### config.mk
export PLATFORM = sky130hd
export DESIGN_NAME = txstat_top
export DESIGN_NICKNAME = d
export VERILOG_FILES = /design/src/rtl/txstat_pkg.sv /design/src/rtl/txstat_ctrl.sv /design/src/rtl/txstat_dp.sv /design/src/rtl/txstat_top.sv
export SDC_FILE = /design/constraint.sdc
export NUM_CORES = 1
export LEC_CHECK = 0
export ABC_AREA = 0
export CORE_UTILIZATION = 30
export CTS_BUF_LIST = sky130_fd_sc_hd__clkbuf_8
export CTS_CLUSTER_SIZE = 10
export DETAILED_ROUTE_END_ITERATION = 12
export PLACE_DENSITY_LB_ADDON = 0.12
export SYNTH_ARGS = -nofsm -noshare
export SYNTH_HDL_FRONTEND = slang
export SYNTH_SLANG_ARGS = --single-unit
### constraint.sdc
create_clock -name clk -period 7.25 [get_ports clk]
set_clock_uncertainty 0.15 [all_clocks]
set_input_delay 1.0875 -clock clk [delete_from_list [all_inputs] [get_ports clk]]
set_output_delay 1.0875 -clock clk [all_outputs]
set_load 0.01 [all_outputs]
### src/rtl/txstat_pkg.sv
package txstat_pkg;
  typedef struct packed {
    logic push;
    logic pop;
    logic flush;
  } txStrobe_t;
endpackage

### src/rtl/txstat_ctrl.sv
module txstat_ctrl
  import txstat_pkg::*;
#(
  parameter int DEPTH = 32,
  localparam int CW = $clog2(DEPTH + 1)
) (
  input  logic          clk,
  input  logic          rstN,
  input  logic          hostWr,
  input  logic          shiftLoad,
  input  logic          fifoEn,
  input  logic [CW-1:0] level,
  output txStrobe_t     strobe
);
  localparam logic [CW-1:0] FULL_FIFO = CW'(DEPTH);
  localparam logic [CW-1:0] FULL_ONE  = CW'(1);

  logic          fifoEnQ;
  logic [CW-1:0] capacity;
  logic          atCapacity;

  always_ff @(posedge clk) begin
    if (!rstN) fifoEnQ <= 1'b0;
    else       fifoEnQ <= fifoEn;
  end

  assign capacity   = fifoEn ? FULL_FIFO : FULL_ONE;
  assign atCapacity = (level >= capacity);

  always_comb begin
    strobe.flush = (fifoEn != fifoEnQ);
    strobe.push  = hostWr && !atCapacity && !strobe.flush;
    strobe.pop   = shiftLoad && (level != '0) && !strobe.flush;
  end

  AST_FULL_DROP: assert property (@(posedge clk) disable iff (!rstN)
    (fifoEn && fifoEnQ && level == FULL_FIFO && hostWr && !shiftLoad) |=> (level == FULL_FIFO));

  AST_SINGLE_CAP: assert property (@(posedge clk) disable iff (!rstN)
    (!fifoEn && !fifoEnQ && level == FULL_ONE && hostWr && !shiftLoad) |=> (level == FULL_ONE));
endmodule

### src/rtl/txstat_dp.sv
module txstat_dp
  import txstat_pkg::*;
#(
  parameter int DEPTH = 32,
  localparam int CW = $clog2(DEPTH + 1)
) (
  input  logic          clk,
  input  logic          rstN,
  input  txStrobe_t     strobe,
  input  logic          shiftIdle,
  input  logic          intEn,
  output logic [CW-1:0] level,
  output logic          thrEmpty,
  output logic          txEmpty,
  output logic          txIrq
);
  logic [CW-1:0] levelNext;

  always_comb begin
    levelNext = level;
    if (strobe.flush)
      levelNext = '0;
    else if (strobe.push && !strobe.pop)
      levelNext = level + CW'(1);
    else if (strobe.pop && !strobe.push)
      levelNext = level - CW'(1);
  end

  always_ff @(posedge clk) begin
    if (!rstN) begin
      level    <= '0;
      thrEmpty <= 1'b1;
      txEmpty  <= 1'b1;
      txIrq    <= 1'b0;
    end else begin
      level    <= levelNext;
      thrEmpty <= (levelNext == '0);
      txEmpty  <= (levelNext == '0) && shiftIdle && !strobe.pop;
      txIrq    <= thrEmpty && intEn;
    end
  end

  AST_LEVEL_BOUND: assert property (@(posedge clk) disable iff (!rstN)
    level <= CW'(DEPTH));

  AST_PUSH_CLEARS: assert property (@(posedge clk) disable iff (!rstN)
    strobe.push |=> !thrEmpty);

  AST_FLUSH_EMPTIES: assert property (@(posedge clk) disable iff (!rstN)
    strobe.flush |=> (level == '0 && thrEmpty));

  AST_IRQ_FOLLOWS: assert property (@(posedge clk) disable iff (!rstN)
    (thrEmpty && intEn) |=> txIrq);

  AST_IRQ_MASKED: assert property (@(posedge clk) disable iff (!rstN)
    !intEn |=> !txIrq);

  AST_TXE_ORDER: assert property (@(posedge clk) disable iff (!rstN)
    txEmpty |-> thrEmpty);
endmodule

### src/rtl/txstat_top.sv
module txstat_top
  import txstat_pkg::*;
#(
  parameter int DEPTH = 32,
  localparam int CW = $clog2(DEPTH + 1)
) (
  input  logic          clk,
  input  logic          rstN,
  input  logic          hostWr,
  input  logic          shiftLoad,
  input  logic          shiftIdle,
  input  logic          fifoEn,
  input  logic          intEn,
  output logic          thrEmpty,
  output logic          txEmpty,
  output logic          txIrq,
  output logic [CW-1:0] txLevel
);
  txStrobe_t strobe;

  txstat_ctrl #(.DEPTH(DEPTH)) u_ctrl (
    .clk(clk), .rstN(rstN), .hostWr(hostWr), .shiftLoad(shiftLoad),
    .fifoEn(fifoEn), .level(txLevel), .strobe(strobe)
  );

  txstat_dp #(.DEPTH(DEPTH)) u_dp (
    .clk(clk), .rstN(rstN), .strobe(strobe), .shiftIdle(shiftIdle),
    .intEn(intEn), .level(txLevel), .thrEmpty(thrEmpty),
    .txEmpty(txEmpty), .txIrq(txIrq)
  );
endmodule

# Yosys cells after proc, flatten, opt, wreduce, memory -nomap -nowiden
# Cells that the tools add are included.
# totals
ff_bits	10
elab_cells	28
input_bits	7
output_inout_bits	9
# op_classes
add_sub_neg	2
magnitude_cmp	1
eq_ne	1
n_mux	4
reduce_logical	15
# op_table
operator	n
6-bit 2-to-1 mux	4
1-bit logical AND	9
6-bit by 1-bit adder with 6-bit output, second input constant	1
6-bit greater-or-equal comparator	1
6-bit logical NOT	1
6-bit nonzero test	1
6-bit by 1-bit subtractor with 6-bit output, second input constant	1
1-bit logical NOT	4
1-bit inequality test	1

# Logic depth before layout (Yosys ltp)
# Gate-level depths: netlist of run 1.
# depth
ltp_word	13
ltp_mapped	10
mapped_depth_nobuf	9

# Hierarchy
# From an unflattened synthesis of run 1, not the netlist that was laid out.
# unflattened
hier_cells	73
area_unflattened_um2	654.4
# by_module_without_submodules
module	area_per_inst_um2	cells_per_inst	seq_area_each_um2	instances
txstat_dp	529.3	58	180.2	1
txstat_ctrl	125.1	15	20.0	1

# Worst setup path after synthesis of run 1
# OpenSTA, ideal clock, no wires.
# synth_path
kind	input to register
from	input port fifoEn
to	register u_dp.txEmpty
path_buffers	1
required_ps	7016
setup_slack_ps	4137
setup_ps	84
arrival_time_ps	2878
cell_stages	9
path_cell_list	inv_1 -> ha_1 -> o41ai_4 -> and3_1 -> buf_6 -> a22oi_2 -> mux2i_1 -> or3_4 -> o31ai_2
# synth_via
elab_chain_len	13
elab_cells_between_ends	18
cone_classes	order compare (1); eq/ne (1); mux (4); reduce/logical (12)
# synth_rtl
element	line_no	rtl
start, declared	txstat_top.sv:12	input logic fifoEn,
6-bit 2-to-1 mux	txstat_ctrl.sv:27	assign capacity = fifoEn ? FULL_FIFO : FULL_ONE;
6-bit greater-or-equal comparator	txstat_ctrl.sv:28	assign atCapacity = (level >= capacity);
1-bit logical NOT	txstat_ctrl.sv:32	strobe.push = hostWr && !atCapacity && !strobe.flush;
1-bit logical AND (2 in a row)	txstat_ctrl.sv:32	
1-bit logical NOT	txstat_dp.sv:25	else if (strobe.pop && !strobe.push)
1-bit logical AND	txstat_dp.sv:25	
6-bit 2-to-1 mux	txstat_dp.sv:25	
6-bit 2-to-1 mux	txstat_dp.sv:23	else if (strobe.push && !strobe.pop)
6-bit 2-to-1 mux	txstat_dp.sv:21	if (strobe.flush)
6-bit logical NOT	txstat_dp.sv:38	txEmpty <= (levelNext == '0) && shiftIdle && !strobe.pop;
1-bit logical AND	txstat_dp.sv:38	
1-bit logical AND *	txstat_dp.sv:38	
end signal, assigned	txstat_dp.sv:38	
end, declared	txstat_dp.sv:14	output logic txEmpty,
# Every way passes the cells marked *; elsewhere a longest branch is shown, timed or not.
# A chain may end at the register's enable or synchronous reset.

# Worst setup path after layout of run 1
# Ends and elaborated chain as after synthesis.

==> flow_summary.yaml, run 1 <==
critical_path:
  cp-end-kind: "register"
  cp_max_fo: 10
  path_buf_inv: 2
  crit_type: "input pin to register"
  cp_cell_sequence: "clkdlybuf4s50_1 > inv_1 > ha_1 > o41ai_4 > and3_1 > mux2_2 > a21oi_1 > or3_4 > o31ai_2"
  worst_ep_arrival_time_ns: 3.70
  crit_family: "simple AND/OR/NAND/NOR gates"
  critical_path_required_ns: 7.24
  crit_slowest_cell: "clkdlybuf4s50_1"
  slowest_delay_ns: 0.53
  startpoint_type: "input pin"
floorplan:
  ios: 16
  rows: 16
  coreArea_um2: 2040
  die_h_um: 49.5
  start_util: 0.331
  die_x_um: 49.5
  design.die.area_um2: 2450
detailed_routing:
  dr_total_vias: 564
  drt-total-wl_um: 1350
  antenna_left: 0
  drt_pass1_iterations: 4
  drc: 0
  drt_iter0_drc: 21
  routedWlPerCell_um: 11.7
  via_per_inst: 4.90
sta:
  setup_slack_ns: 3.54
  slew_headroom: 0.686
  fin_crit_ns: 3.71
  hold_viol: 0
  finalMaxSlewViolations: 0
  period_share: 0.511
  rsz0062_at_grt: "no"
  setup_violations: 0
  finalSetupTns_ns: 0
  tightest_slew_ns: 0.468
  fmax_mhz: 270
layout:
  nets: 101
  diodes: 0
  finish.instance_area_um2: 903
  area_delta_synth_final_pct: 33.7
  drive_above_1_share: 0.182
yosys:
  yosysTopAreaCell: "dfxtp_1"
  synthCells: 70
  synth_flop_cell: "dfxtp_1"
  synth.distinct_cells: 31
  netlist_area_um2: 676
  synth-seq-cells: 10
  synth_edf_count: 0
  synth_most_common_cell: "dfxtp_1"
  synth_top_area_share: 0.296
  synthTopCellsByArea: "dfxtp_1 (30%), ha_1 (9.3%), o41ai_4 (4.1%), inv_1 (3.9%), o311ai_4 (3.9%)"
  synth_area_per_cell_um2: 9.65
  ys_async_sr_fraction: 0
  ys_top_cells_by_count: "dfxtp_1 (10), inv_1 (7), ha_1 (5), nand2_1 (5)"
  syn-num-nets: 82
  seq_area_frac_synth: 0.296
  yosysWarnings: 0
cts:
  cts_sinks: 10
  ctsHtreeMaxLevel: 1
  cts_inserted_buffers: 3
  post_cts_buffers: 0
  clk_pin_slew_ns: 0.05
  cts_resized: 0
  clock_path_buffers: 2
  cts_tree: "done"
  worstSkewPairLatency_ns: 0.23
  holdBufCountCts: 0
  cts-root-buf: "clkbuf_8"
place:
  place_hpwl_um: 1010
  dp_worst_setup_slack_ns: 3.34
  port_buffers: 15
  placed_area_um2: 848
  place_congestion: 0.727
global_route:
  grt.total_usage: 0.122
  grt_max_degree: 11
  gr-total-overflow: 0
  antenna_found_initial: 0
  grt_pass1_wl_um: 2240
  first_global_vias: 527
power_and_ir_drop:
  p_leak_uw: 0.000385
  peakVddDrop_v: 0.000125
  power_density_nw_per_um2: 198
worst_hold_path:
  hp-class: "register to register"
flow_run:
  maxCapViolCount: 0
status:
  run_status: "finished clean"
kinds of logic (layout without fill, tap and decap cells):
logic type	after synthesis	in the layout	share of synthesized area
AO/OA/AOI/OAI	18	18	0.257
XOR/XNOR	3	3	0.0500
adder cells (fa/ha/maj)	5	5	0.0926
buffers and inverters	8	26	0.0556
flip-flops	10	10	0.296
multiplexers	3	3	0.0463
AND/OR/NAND/NOR	23	23	0.202
state kept, by name, indices dropped and copies added, names as in the netlist:
register,flops
u_ctrl.fifoEnQ,1
u_dp.txEmpty,1
u_dp.level,6
u_dp.txIrq,1
u_dp.thrEmpty,1
area by class of cell:
class | count | area (um2)
sequential | 10 | 200
fill | 219 | 1140
tap | 27 | 33.8
clock buffer | 4 | 55.1
timing repair buffer | 15 | 150
inverter | 7 | 26.3
multi-input combinational | 52 | 438
report_power, final:
part,internal [uW],total (uW),switching (uW)
sequential,59.3,62.8,3.43
clock,47.7,69.4,21.7
combinational,24.1,46.4,22.3
total,131,179,47.5
path summary, 6_finish.rpt:
path | from | to | slack, ns | depth (start not counted)
hold / removal | u_dp.thrEmpty | u_dp.txIrq | 0.35 | 1
hold reg to reg | u_dp.thrEmpty | u_dp.txIrq | 0.35 | 1
setup reg to reg | u_dp.level[0] | u_dp.txEmpty | 4.44 | 8
setup / recovery | fifoEn | u_dp.txEmpty | 3.54 | 9
layout by cell type, fill, tap and decap left out, types with 2 or more instances in the layout:
cell type        count
xor2_1               2
nor3_1               2
a21oi_1              4
or3_4                2
mux2i_1              2
and2_1               2
ha_1                 5
and3_1               4
nor2_1               3
a32o_1               2
inv_1                7
o21ai_0              3
clkdlybuf4s50_1     15
dfxtp_1             10
clkbuf_8             4
nand2_1              5
routing by layer:
layer  part of all wire  global-route usage  vias up
met5                  0                   0        -
met4             0.0030              0.0286        0
met3              0.062              0.0525        2
met2               0.45               0.185       18
met1               0.49               0.158      254
li1                   -                   -      290
stage by stage:
stage                util  cells  hold WS, ns  total power, uW
floorplan               -     70        0.375             94.6
global placement    0.415    111        0.342              110
detailed placement  0.415    111        0.347              110
CTS                 0.442    115        0.355              181
global route        0.442    115        0.375              190
finish              0.442    115        0.346              179
(Power assumes the default switching activity.)
==> run 2, diff against run 1 <==
clock period = 3.1 ns   (was 7.25 ns; I/O delays follow)
==> run 2 against run 1 <==
  * Sequential cell count did not move
  * Sequential power rose by 130%
  * Register-to-register slack got worse by 4.0 ns
  * Power rose by 140%
  * Worst setup slack got worse by 3.3 ns
  * Utilization rose by 1.8 points
  * Via count grew 3.9%
  * Wire length up 3.5%
==> flow_summary.yaml, run 2 (synthesis gave the netlist of run 1 again) <==
critical_path:
  cp_max_fo: 5
  reg2reg_slack_ns: 0.43
  cp_cell_sequence: "clkdlybuf4s50_1 > inv_1 > ha_1 > o41ai_4 > and3_1 > a22oi_2 > mux2i_1 > or3_4 > o31ai_2"
  reg2reg_to: "u_dp.txEmpty"
  worst_ep_arrival_time_ns: 2.86
  startpoint_type: "input pin"
  crit_type: "input pin to register"
  slowest_delay_ns: 0.48
  critical_path_required_ns: 3.11
  cp-end-kind: "register"
  crit_slowest_cell: "clkdlybuf4s50_1"
  reg2reg_depth: 8
  timing.rr.start: "u_dp.level[0]"
flow_run:
  maxCapViolCount: 0
layout:
  area_delta_synth_final_pct: 39.3
  nets: 106
  largest_reg_flops: 6
  diodes: 0
  final_cell_mix: "clkdlybuf4s50_1 (15), dfxtp_1 (10), inv_1 (7)"
  final_common_cell: "clkdlybuf4s50_1"
  largest_register: "u_dp.level"
  drive_above_1_share: 0.226
sta:
  rsz0062_at_grt: "no"
  period_share: 0.920
  hold_viol: 0
  hold_ws_ns: 0.353
  slew_headroom: 0.759
  fin_crit_ns: 2.85
  setup_slack_ns: 0.247
  finalMaxSlewViolations: 0
  fmax_mhz: 350
  setup_violations: 0
  tightest_slew_ns: 0.352
power_and_ir_drop:
  peakVddDrop_v: 0.000267
  power_density_nw_per_um2: 459
  p_leak_uw: 0.000410
floorplan:
  die_x_um: 49.5
  design.die.area_um2: 2450
  rows: 16
  start_util: 0.331
  coreArea_um2: 2040
  ios: 16
  die_h_um: 49.5
cts:
  clk_pin_slew_ns: 0.05
  clock_path_buffers: 2
  cts_tree: "done"
  cts_sinks: 10
  cts_inserted_buffers: 3
  holdBufCountCts: 0
  post_cts_buffers: 0
  worstSkewPairLatency_ns: 0.24
  ctsHtreeMaxLevel: 1
  cts-root-buf: "clkbuf_8"
  cts_resized: 0
detailed_routing:
  drt_iter0_drc: 9
  drc: 0
  dr_total_vias: 586
  antenna_left: 0
  routedWlPerCell_um: 11.6
  drt_pass1_iterations: 4
  via_per_inst: 4.88
  drt-total-wl_um: 1400
global_route:
  grt.total_usage: 0.127
  grt_pass1_wl_um: 2310
  antenna_found_initial: 0
  gr-total-overflow: 0
  grt_max_degree: 10
  first_global_vias: 529
worst_hold_path:
  hp-class: "register to register"
  hold_end: "u_dp.txIrq"
  hold_start: "u_dp.thrEmpty"
  holdPathStages: 1
place:
  dp_worst_setup_slack_ns: -0.0197
  place_hpwl_um: 1080
  place_congestion: 0.706
  port_buffers: 15
status:
  run_status: "finished clean"
## run 2: cell count changes in the layout (fill, tap and decap cells not counted)
cell,before,now
buf_4,0,5
## run 2: power by group
part           switching [uW]  internal, uW
sequential               8.44           139
clock                    56.9           112
combinational            53.3          62.1
## run 2: how the worst max path moves through the flow
stage | start | endpoint | slack (ns) | cells after the start
6_report | fifoEn | u_dp.txEmpty | 0.25 | 9
5_1_grt | fifoEn | u_dp.thrEmpty | 0.07 | 10
4_1_cts | fifoEn | u_dp.txEmpty | 0.24 | 9
3_5_place_dp | fifoEn | u_dp.txEmpty | -0.02 | 9
3_3_place_gp | fifoEn | u_dp.txEmpty | 0.01 | 9
2_1_floorplan | u_dp.level[0] | u_dp.txEmpty | 0.55 | 9
## run 2: worst max-delay path, delay by kind of cell
kind / cells / cell delay, ns
adders and majority gates: 1 / 0.32
muxes: 1 / 0.14
and+or+nand+nor: 2 / 0.73
buffers and inverters: 2 / 0.54
AOI/OAI and AO/OA: 3 / 0.65
## run 2: through the flow
stage,setup TNS (ns),power [uW],utilization,cell area (um2),std cells
CTS,0,437,0.461,941,120
global placement,0,264,0.434,886,116
detailed placement,-0.0197,265,0.434,886,116
floorplan,0,221,-,676,70
finish,0,431,0.461,941,120
global route,0,454,0.461,941,120
## run 2: layout make-up
class / count / area [um2]
fillers: 212 / 1100
multi-input cells: 52 / 438
flip-flops and latches: 10 / 200
repair buffers: 20 / 188
clock buffers: 4 / 55.1
well taps: 27 / 33.8
inverters: 7 / 26.3
## run 2: routing by layer
layer | global-route usage | wire length (um)
met4 | 0.0429 | 19
met3 | 0.0586 | 80
met2 | 0.196 | 625
met1 | 0.156 | 672
met5 | 0 | 0
==> run 3, diff against run 2 <==
CTS_CLUSTER_SIZE = unset   (was 10)
==> results of run 3 <==
Final layout, timing and power as in run 2 (identical DEF).
